==> src/rtl/irr_pkg.sv <==
package irr_pkg;

    typedef enum logic [1:0] {
        VD_NONE   = 2'd0,
        VD_NEW    = 2'd1,
        VD_REPEAT = 2'd2
    } verdict_e;

    typedef enum logic {
        REF_NONE  = 1'b0,
        REF_VALID = 1'b1
    } ref_state_e;

    typedef enum logic {
        OUT_READ    = 1'b0,
        OUT_PENDING = 1'b1
    } out_state_e;

endpackage

==> src/rtl/irr_tick_gen.sv <==
module irr_tick_gen #(
    parameter int CYC_PER_10US = 500,
    parameter int COARSE_DIV   = 10
) (
    input  logic clk,
    input  logic rst_n,
    input  logic tick_fine,
    output logic tick
);
    localparam int PW = (CYC_PER_10US > 1) ? $clog2(CYC_PER_10US) : 1;
    localparam int DW = (COARSE_DIV > 1) ? $clog2(COARSE_DIV) : 1;

    logic          fine_tick;
    logic          coarse_tick;
    logic [DW-1:0] dec_q;

    generate
        if (CYC_PER_10US > 1) begin : g_prescale
            logic [PW-1:0] pre_q;
            assign fine_tick = (pre_q == PW'(CYC_PER_10US - 1));
            always_ff @(posedge clk or negedge rst_n) begin
                if (!rst_n) begin
                    pre_q <= '0;
                end else if (fine_tick) begin
                    pre_q <= '0;
                end else begin
                    pre_q <= pre_q + 1'b1;
                end
            end
        end else begin : g_direct
            assign fine_tick = 1'b1;
        end
    endgenerate

    assign coarse_tick = fine_tick && (dec_q == DW'(COARSE_DIV - 1));

    always_ff @(posedge clk or negedge rst_n) begin
        if (!rst_n) begin
            dec_q <= '0;
        end else if (coarse_tick) begin
            dec_q <= '0;
        end else if (fine_tick) begin
            dec_q <= dec_q + 1'b1;
        end
    end

    assign tick = tick_fine ? fine_tick : coarse_tick;

endmodule

==> src/rtl/irr_gap_counter.sv <==
module irr_gap_counter #(
    parameter int GAP_W = 12
) (
    input  logic             clk,
    input  logic             rst_n,
    input  logic             cnt_en,
    input  logic             tick,
    input  logic             restart,
    output logic [GAP_W-1:0] gap
);
    localparam logic [GAP_W-1:0] GAP_SAT = '1;

    logic [GAP_W-1:0] gap_q;

    always_ff @(posedge clk or negedge rst_n) begin
        if (!rst_n) begin
            gap_q <= '0;
        end else if (restart || !cnt_en) begin
            gap_q <= '0;
        end else if (tick && (gap_q != GAP_SAT)) begin
            gap_q <= gap_q + 1'b1;
        end
    end

    assign gap = gap_q;

endmodule

==> src/rtl/irr_classifier.sv <==
module irr_classifier
    import irr_pkg::*;
#(
    parameter int CODE_W = 32,
    parameter int GAP_W  = 12
) (
    input  logic              clk,
    input  logic              rst_n,
    input  logic              frame_valid,
    input  logic [CODE_W-1:0] frame_code,
    input  logic              cmp_en,
    input  logic              time_chk_en,
    input  logic              cnt_en,
    input  logic [GAP_W-1:0]  gap,
    input  logic [GAP_W-1:0]  gap_max,
    output verdict_e          verdict
);
    ref_state_e        state_q, state_d;
    logic [CODE_W-1:0] ref_q;
    logic              same_code;
    logic              in_window;
    logic              is_repeat;

    assign same_code = (frame_code == ref_q);
    assign in_window = !time_chk_en || (cnt_en && (gap < gap_max));

    always_ff @(posedge clk or negedge rst_n) begin
        if (!rst_n) begin
            state_q <= REF_NONE;
            ref_q   <= '0;
        end else begin
            state_q <= state_d;
            if (verdict == VD_NEW) begin
                ref_q <= frame_code;
            end
        end
    end

    always_comb begin
        state_d   = state_q;
        is_repeat = 1'b0;
        unique case (state_q)
            REF_NONE: begin
                if (frame_valid) begin
                    state_d = REF_VALID;
                end
            end
            REF_VALID: begin
                is_repeat = cmp_en && same_code && in_window;
            end
        endcase
    end

    always_comb begin
        if (!frame_valid) begin
            verdict = VD_NONE;
        end else if (is_repeat) begin
            verdict = VD_REPEAT;
        end else begin
            verdict = VD_NEW;
        end
    end

endmodule

==> src/rtl/irr_code_store.sv <==
module irr_code_store
    import irr_pkg::*;
#(
    parameter int CODE_W = 32
) (
    input  logic              clk,
    input  logic              rst_n,
    input  verdict_e          verdict,
    input  logic [CODE_W-1:0] frame_code,
    input  logic              hold_en,
    input  logic              rd_strobe,
    output logic [CODE_W-1:0] code_out,
    output logic              new_code,
    output logic              repeat_flag
);
    out_state_e        state_q, state_d;
    logic [CODE_W-1:0] code_q;
    logic              rpt_q;
    logic              store;

    always_ff @(posedge clk or negedge rst_n) begin
        if (!rst_n) begin
            state_q <= OUT_READ;
            code_q  <= '0;
            rpt_q   <= 1'b0;
        end else begin
            state_q <= state_d;
            rpt_q   <= (verdict == VD_REPEAT);
            if (store) begin
                code_q <= frame_code;
            end
        end
    end

    always_comb begin
        state_d = state_q;
        store   = 1'b0;
        unique case (state_q)
            OUT_READ: begin
                store = (verdict == VD_NEW);
                if (store) begin
                    state_d = OUT_PENDING;
                end
            end
            OUT_PENDING: begin
                store = (verdict == VD_NEW) && !hold_en;
                if (!store && rd_strobe) begin
                    state_d = OUT_READ;
                end
            end
        endcase
    end

    assign code_out    = code_q;
    assign new_code    = (state_q == OUT_PENDING);
    assign repeat_flag = rpt_q;

endmodule

==> src/rtl/ir_repeat_det.sv <==
module ir_repeat_det
    import irr_pkg::*;
#(
    parameter int CODE_W       = 32,
    parameter int GAP_W        = 12,
    parameter int CYC_PER_10US = 500,
    parameter int COARSE_DIV   = 10
) (
    input  logic              clk,
    input  logic              rst_n,
    input  logic              frame_valid,
    input  logic [CODE_W-1:0] frame_code,
    input  logic              cnt_en,
    input  logic              time_chk_en,
    input  logic              cmp_en,
    input  logic              tick_fine,
    input  logic [GAP_W-1:0]  gap_max,
    input  logic              hold_en,
    input  logic              rd_strobe,
    output logic [CODE_W-1:0] code_out,
    output logic              new_code,
    output logic              repeat_flag
);
    logic             tick;
    logic [GAP_W-1:0] gap;
    verdict_e         verdict;

    irr_tick_gen #(
        .CYC_PER_10US (CYC_PER_10US),
        .COARSE_DIV   (COARSE_DIV)
    ) tick_i (
        .clk       (clk),
        .rst_n     (rst_n),
        .tick_fine (tick_fine),
        .tick      (tick)
    );

    irr_gap_counter #(
        .GAP_W (GAP_W)
    ) gap_i (
        .clk     (clk),
        .rst_n   (rst_n),
        .cnt_en  (cnt_en),
        .tick    (tick),
        .restart (frame_valid),
        .gap     (gap)
    );

    irr_classifier #(
        .CODE_W (CODE_W),
        .GAP_W  (GAP_W)
    ) cls_i (
        .clk         (clk),
        .rst_n       (rst_n),
        .frame_valid (frame_valid),
        .frame_code  (frame_code),
        .cmp_en      (cmp_en),
        .time_chk_en (time_chk_en),
        .cnt_en      (cnt_en),
        .gap         (gap),
        .gap_max     (gap_max),
        .verdict     (verdict)
    );

    irr_code_store #(
        .CODE_W (CODE_W)
    ) store_i (
        .clk         (clk),
        .rst_n       (rst_n),
        .verdict     (verdict),
        .frame_code  (frame_code),
        .hold_en     (hold_en),
        .rd_strobe   (rd_strobe),
        .code_out    (code_out),
        .new_code    (new_code),
        .repeat_flag (repeat_flag)
    );

endmodule

==> config.mk <==
export PLATFORM = sky130hd
export DESIGN_NAME = ir_repeat_det
export DESIGN_NICKNAME = d
export VERILOG_FILES = /design/src/rtl/irr_pkg.sv /design/src/rtl/irr_tick_gen.sv /design/src/rtl/irr_gap_counter.sv /design/src/rtl/irr_classifier.sv /design/src/rtl/irr_code_store.sv /design/src/rtl/ir_repeat_det.sv
export SDC_FILE = /design/constraint.sdc
export NUM_CORES = 1
export LEC_CHECK = 0
export ABC_AREA = 1
export ABC_CLOCK_PERIOD_IN_PS = 3240
export BUFFER_PORTS_ARGS = -buffer_cell sky130_fd_sc_hd__buf_4
export CAP_MARGIN = 25
export CORE_MARGIN = 4
export CORE_UTILIZATION = 61
export CTS_CLUSTER_SIZE = 10
export DETAILED_ROUTE_END_ITERATION = 12
export HOLD_SLACK_MARGIN = 0.1
export PLACE_DENSITY = 0.86
export SYNTH_ARGS = -nofsm -noshare
export SYNTH_HDL_FRONTEND = slang
export SYNTH_SLANG_ARGS = --single-unit
export TNS_END_PERCENT = 5
==> constraint.sdc <==
create_clock -name clk -period 3.24 [get_ports clk]
set_clock_uncertainty 0.1 [all_clocks]
set_input_delay 0.162 -clock clk [delete_from_list [all_inputs] [get_ports clk]]
set_output_delay 0.162 -clock clk [all_outputs]
set_load 0.05 [all_outputs]
Word-level counts from Yosys, hierarchy flattened
Cells that the tools add are included.

Memory bits (writable): 0. Memory bits (read-only): 0. Bits in registers: 92. Logic and storage cells: 49. Bits in latches: 0. Output and inout bits: 34. Memories: 0.

Multipliers: 0. $add $sub $neg: 3. Muxes and demuxes: 15. Equality and inequality tests: 6. $lt $le $gt $ge: 1. Shift-type cells: 0. Reduce and logical (&&, ||, !) cells: 15. Div/mod/pow operators: 0. Bitwise logic cells: 1.

Operators by type and width (number): == test 32 bit (1); 2-to-1 mux 12 bit (2); adder 12 x 1 -> 12 bit, second input constant (1); less-than comparator 12 bit (1); != test 12 bit, second input constant (1); adder 9 x 1 -> 9 bit, second input constant (1); == test 9 bit, second input constant (1); 2-to-1 mux 9 bit (1); 2-to-1 mux 4 bit (2); logical AND 1 bit (7); 2-to-1 mux 1 bit (6); adder 4 x 1 -> 4 bit, second input constant (1); == test 4 bit, second input constant (1); logical NOT 1 bit (4); 2-to-1 mux 2 bit (2); one-hot mux 1 bit (2 select lines) (2); nonzero test 2 bit (2); == test 2 x 1 -> 1 bit, second input constant (1); == test 2 bit, second input constant (1); logical OR 1 bit (2); NOT 1 bit (1).

Longest topological paths before layout
Depth after elaboration: 13. Gate-level depth with buffers: 15. Mapped depth without buffers: 13.

Modules after synthesis
From an unflattened synthesis, not the netlist that was laid out.

Cell total of the unflattened synthesis: 704. Area total of the unflattened synthesis: 5213.8 um2.

Modules (own cells, without submodules): irr_classifier (times used 1, cells each 347, area an instance 2243.4 um2); irr_code_store (times used 1, cells each 149, area an instance 1420.1 um2); irr_gap_counter (times used 1, cells each 120, area an instance 817.0 um2); irr_tick_gen (times used 1, cells each 88, area an instance 733.2 um2).

Worst setup path before layout
No wires, ideal clock.

Kind: flip-flop to flip-flop. Start: register gap_i.gap_q[11], in the netlist gap_i.gap[11]. End: register store_i.code_q[14], in the netlist store_i.code_out[14]. Clock period less this slack: 1.909 ns. Setup slack: 1.331 ns. Path buffers: 2. Arrival time: 1.690 ns. Library setup time: 0.119 ns. Cell stages (with the launch flop): 14. Required time: 3.021 ns. Cells stage by stage: dfrtp_1 > ha_1 > nand2_1 > inv_1 > nor2_1 > nand2_1 > a21oi_1 > nand2_1 > nand2_1 > nand3_2 > buf_2 > buf_4 > nand4_1 > nand2_1.

Word-level cells in the longest chain between the ends: 10.

RTL lines: start: declaration (RTL line irr_gap_counter.sv:13) `logic [GAP_W-1:0] gap_q;`; start signal: assignment (RTL line irr_gap_counter.sv:21) `gap_q <= gap_q + 1'b1;`; less-than comparator 12 bit * (RTL line irr_classifier.sv:25) `assign in_window = !time_chk_en || (cnt_en && (gap < gap_max));`; logical AND 1 bit * (RTL line irr_classifier.sv:25); logical OR 1 bit * (RTL line irr_classifier.sv:25); logical AND 1 bit * (RTL line irr_classifier.sv:49) `is_repeat = cmp_en && same_code && in_window;`; 2-to-1 mux 1 bit * (RTL line irr_classifier.sv:42) `unique case (state_q)`; 2-to-1 mux 2 bit * (RTL line irr_classifier.sv:57) `end else if (is_repeat) begin`; 2-to-1 mux 2 bit * (RTL line irr_classifier.sv:55) `if (!frame_valid) begin`; == test 2 x 1 -> 1 bit * (RTL line irr_code_store.sv:40, irr_code_store.sv:46); logical AND 1 bit (RTL line irr_code_store.sv:46) `store = (verdict == VD_NEW) && !hold_en;`; one-hot mux 1 bit (2 select lines) * (RTL line irr_code_store.sv:38) `unique case (state_q)`; end signal: assignment (RTL line irr_code_store.sv:30) `code_q <= frame_code;`; end: declaration (RTL line irr_code_store.sv:17) `logic [CODE_W-1:0] code_q;`.

Mark *: on every way between the ends. The rest lies on a longest branch, timed or not. A chain may end at the register's enable or synchronous reset.

Final worst setup path
Start: register gap_i.gap_q[11], in the netlist gap_i.gap[11]. End: register store_i.code_q[6], in the netlist store_i.code_out[6].

Same word-level chain as after synthesis.

==> summary.txt <==
Post-synth EDFFs = 0
CTS Sinks = 92
DRC violations left = 0
Main synth FF type = dfrtp_1
sequential area share after synthesis = 45.0%
# rows = 33
core area = 8180 sq um
Die Footprint = 9920 sq um
final setup vio count = 0
RD Place Congestion = 0.896
Synth Cell Area = 5120 sq um
Worst setup EP type = flip-flop
Routed Antenna Nets = 0
drt pass-1 iters = 5
n_diodes = 0
I/O pins = 87
Final TNS setup = 0 ns
global-route wire length before repair = 22.4 mm
Multi-input gate area = 2320 sq um
Routed WL per cell = 14.6 microns
Max Freq = 368 MHz
grt ovf = 0
port bufs = 86
nets = 862
Final WS setup = 0.525 ns
largest net degree at the start of global routing = 50
startpoint types = flip-flop
Die Y = 99.6 microns
R2R Setup Slk = 0.52 ns
syn_area_per_cell = 7.53 sq um
Post-Syn Instances = 680
RSZ-0062 raised after global routing = false
area delta synth->final = 24.3%
max-cap violations = 0
share of layout cells above drive strength 1 = 15.2%
Worst Max-Slew Pin Slew = 0.666 ns
reg2reg start = gap_i.gap[11]
P per Cell Area = 439 nW/um^2
Net Count, Synth = 748
sw frac = 34.0%
sw power = 951 uW
pre-CTS setup slack = 0.553 ns
worst hold path stage count = 3
Critical Path Fanout Max = 33
Worst slew margin = 55.5%
r2r worst-path depth = 13
crit share post-route = 83.8%
data required time of the worst path = 3.38 ns
#FFs+latches synth = 92
clk slew on worst S/H paths = 0.10 ns
starting density of the core = 62.6%
Vias/cell = 5.50
status = complete, no violations
Comb pwr share = 25.3%
minimum clock period = 2.72 ns
vias in the first global route = 4,818
Final Hold Fails = 0
# fillers = 569
Internal = 1.84 mW
reg2reg end = store_i.code_out[6]
asr flop ratio synth = 100%
clock root cell = clkbuf_8
Slew Viols, Final = 0
Die Wd = 99.6 microns
critical path class = reg -> reg
worst hold path class = in -> reg
Reg power frac = 46.6%
CTS tree = done
synth unique cells = 31
Initial DRC Count = 373
htree depth = 3
maximum root-to-sink buffer count = 2
WP data arrival = 2.86 ns
DR vias = 4,970
TritonCTS buffer count = 9
gr usage total = 27.9%
maximum vdd drop = 0.228 mV
Hold Crit Start = frame_valid
storage element area = 2300 sq um
antenna violations before repair = 0
post-CTS setup buffer count = 0
Clock Power Share = 28.1%
DP HPWL = 9.18 mm
warnings from Yosys = 0
Static Leakage = 3.43 nW
Worst-Skew Late Latency = 0.36 ns
Worst Hold Endpoint = store_i.repeat_flag
total wire length = 13.2 mm
## cell usage after synthesis (3+ instances only)
master      n  area share, %
o21ai_0    29            2.8
ha_1       15            3.7
nand2_1   222             16
inv_2       4           0.29
buf_6       4           0.88
o21ai_1    11            1.1
nand3_1    34            3.3
xnor2_1     8            1.4
a21oi_1     8           0.78
nor3_1      7           0.68
inv_1      89            6.5
buf_2       8           0.78
buf_1       4           0.29
nor3b_1     4           0.59
dfrtp_1    92             45
clkbuf_1    7           0.51
nand3b_1    8            1.2
nand4_1    42            5.1
buf_4       3           0.44
nor2_1     56            4.1
xor2_1     12            2.1
## per-layer routing
| layer | share of wire [%] | wire length [microns] | GRT usage (%) |
|---|---|---|---|
| met1 | 42 | 5540 | 37.8 |
| met2 | 48 | 6380 | 45.7 |
| met3 | 7.7 | 1020 | 4.98 |
| met4 | 1.7 | 229 | 9.03 |
| met5 | 0 | 0 | 0 |
## worst max-delay path by stage
| stage | cells after the start | endpoint | startpoint | slack (ns) |
|---|---|---|---|---|
| 6_report | 13 | store_i.code_out[6] | gap_i.gap[11] | 0.52 |
| 5_1_grt | 13 | store_i.code_out[6] | gap_i.gap[10] | 0.22 |
| 4_1_cts | 13 | store_i.code_out[1] | gap_i.gap[11] | 0.54 |
| 3_5_place_dp | 13 | store_i.code_out[20] | gap_i.gap[11] | 0.55 |
| 3_3_place_gp | 13 | store_i.code_out[17] | gap_i.gap[11] | 0.66 |
| 2_1_floorplan | 13 | store_i.code_out[14] | gap_i.gap[11] | 1.33 |
## cell usage in the layout (no fill, tap or decap), types with 15 or more instances in the layout
cell type	synthesis	final
nand4_1	42	42
nand2_1	222	222
dfrtp_1	92	92
ha_1	15	15
nand3_1	34	34
o21ai_0	29	29
buf_4	3	93
inv_1	89	89
nor2_1	56	56
dlygate4sd3_1	0	35
## sequential cells by signal, summed over array words and instances (netlist names)
name / count
store_i.code_out: 32
gap_i.gap: 12
store_i.repeat_flag: 1
store_i.new_code: 1
cls_i.state_q: 1
tick_i.dec_q: 4
tick_i.g_prescale.pre_q: 9
cls_i.ref_q: 32
## final cells by class
| cell class | instances | area share [%] |
|---|---|---|
| clock buffer | 9 | 1.95 |
| inverter | 93 | 5.49 |
| multi-input combinational | 469 | 36.4 |
| sequential | 92 | 36.2 |
| tap | 105 | 2.06 |
| timing repair buffer | 129 | 16.8 |
| clock inverter | 6 | 1.10 |
## logic make-up (layout without fill, tap and decap cells)
kind of cell    Yosys count  count (layout)  share of synthesized area, %
compound gates           53              53                          5.50
xor+xnor                 20              20                          3.42
fa+ha+maj                15              15                          3.67
buf+inv                 119             237                          9.73
flops                    92              92                          45.0
simple gates            381             381                          32.7
## power groups by stage
stage,sequential [mW],combinational [mW],clock (mW)
6_report,1.30,0.706,0.785
2_1_floorplan,1.51,0.226,0
5_1_grt,1.32,0.769,0.846
4_1_cts,1.30,0.702,0.797
3_3_place_gp,1.32,0.649,0
3_5_place_dp,1.32,0.665,0
## what timing repair did
action | in CTS | in global routing
hold endpoints to repair | 113 | 0
hold buffers | 35 | 0
gates resized for setup | 0 | 0
## per-stage QoR
step	cell area, sq um	instances	total power [mW]	util, %	hold slack [ns]
after floorplan	5120	680	1.74	-	-0.234
after global placement	5820	853	1.97	71.2	0.106
after detailed placement	5820	853	1.99	71.2	0.119
after CTS	6360	903	2.80	77.8	0.125
after global routing	6360	903	2.93	77.8	0.154
final	6360	903	2.80	77.8	0.135
## worst max-delay path, stage by stage, from the launching register on
cell and delay [ns]:
dfrtp_1 0.43, ha_1 0.31, nand2_1 0.07, nor2_1 0.15
nand2_1 0.06, nor2_1 0.09, nand2_1 0.06, nand2_1 0.05
nand2_1 0.07, nand3_2 0.11, buf_4 0.25, nand3_2 0.54
nand2_1 0.23, nand2_1 0.07
(Power assumes the default switching activity.)
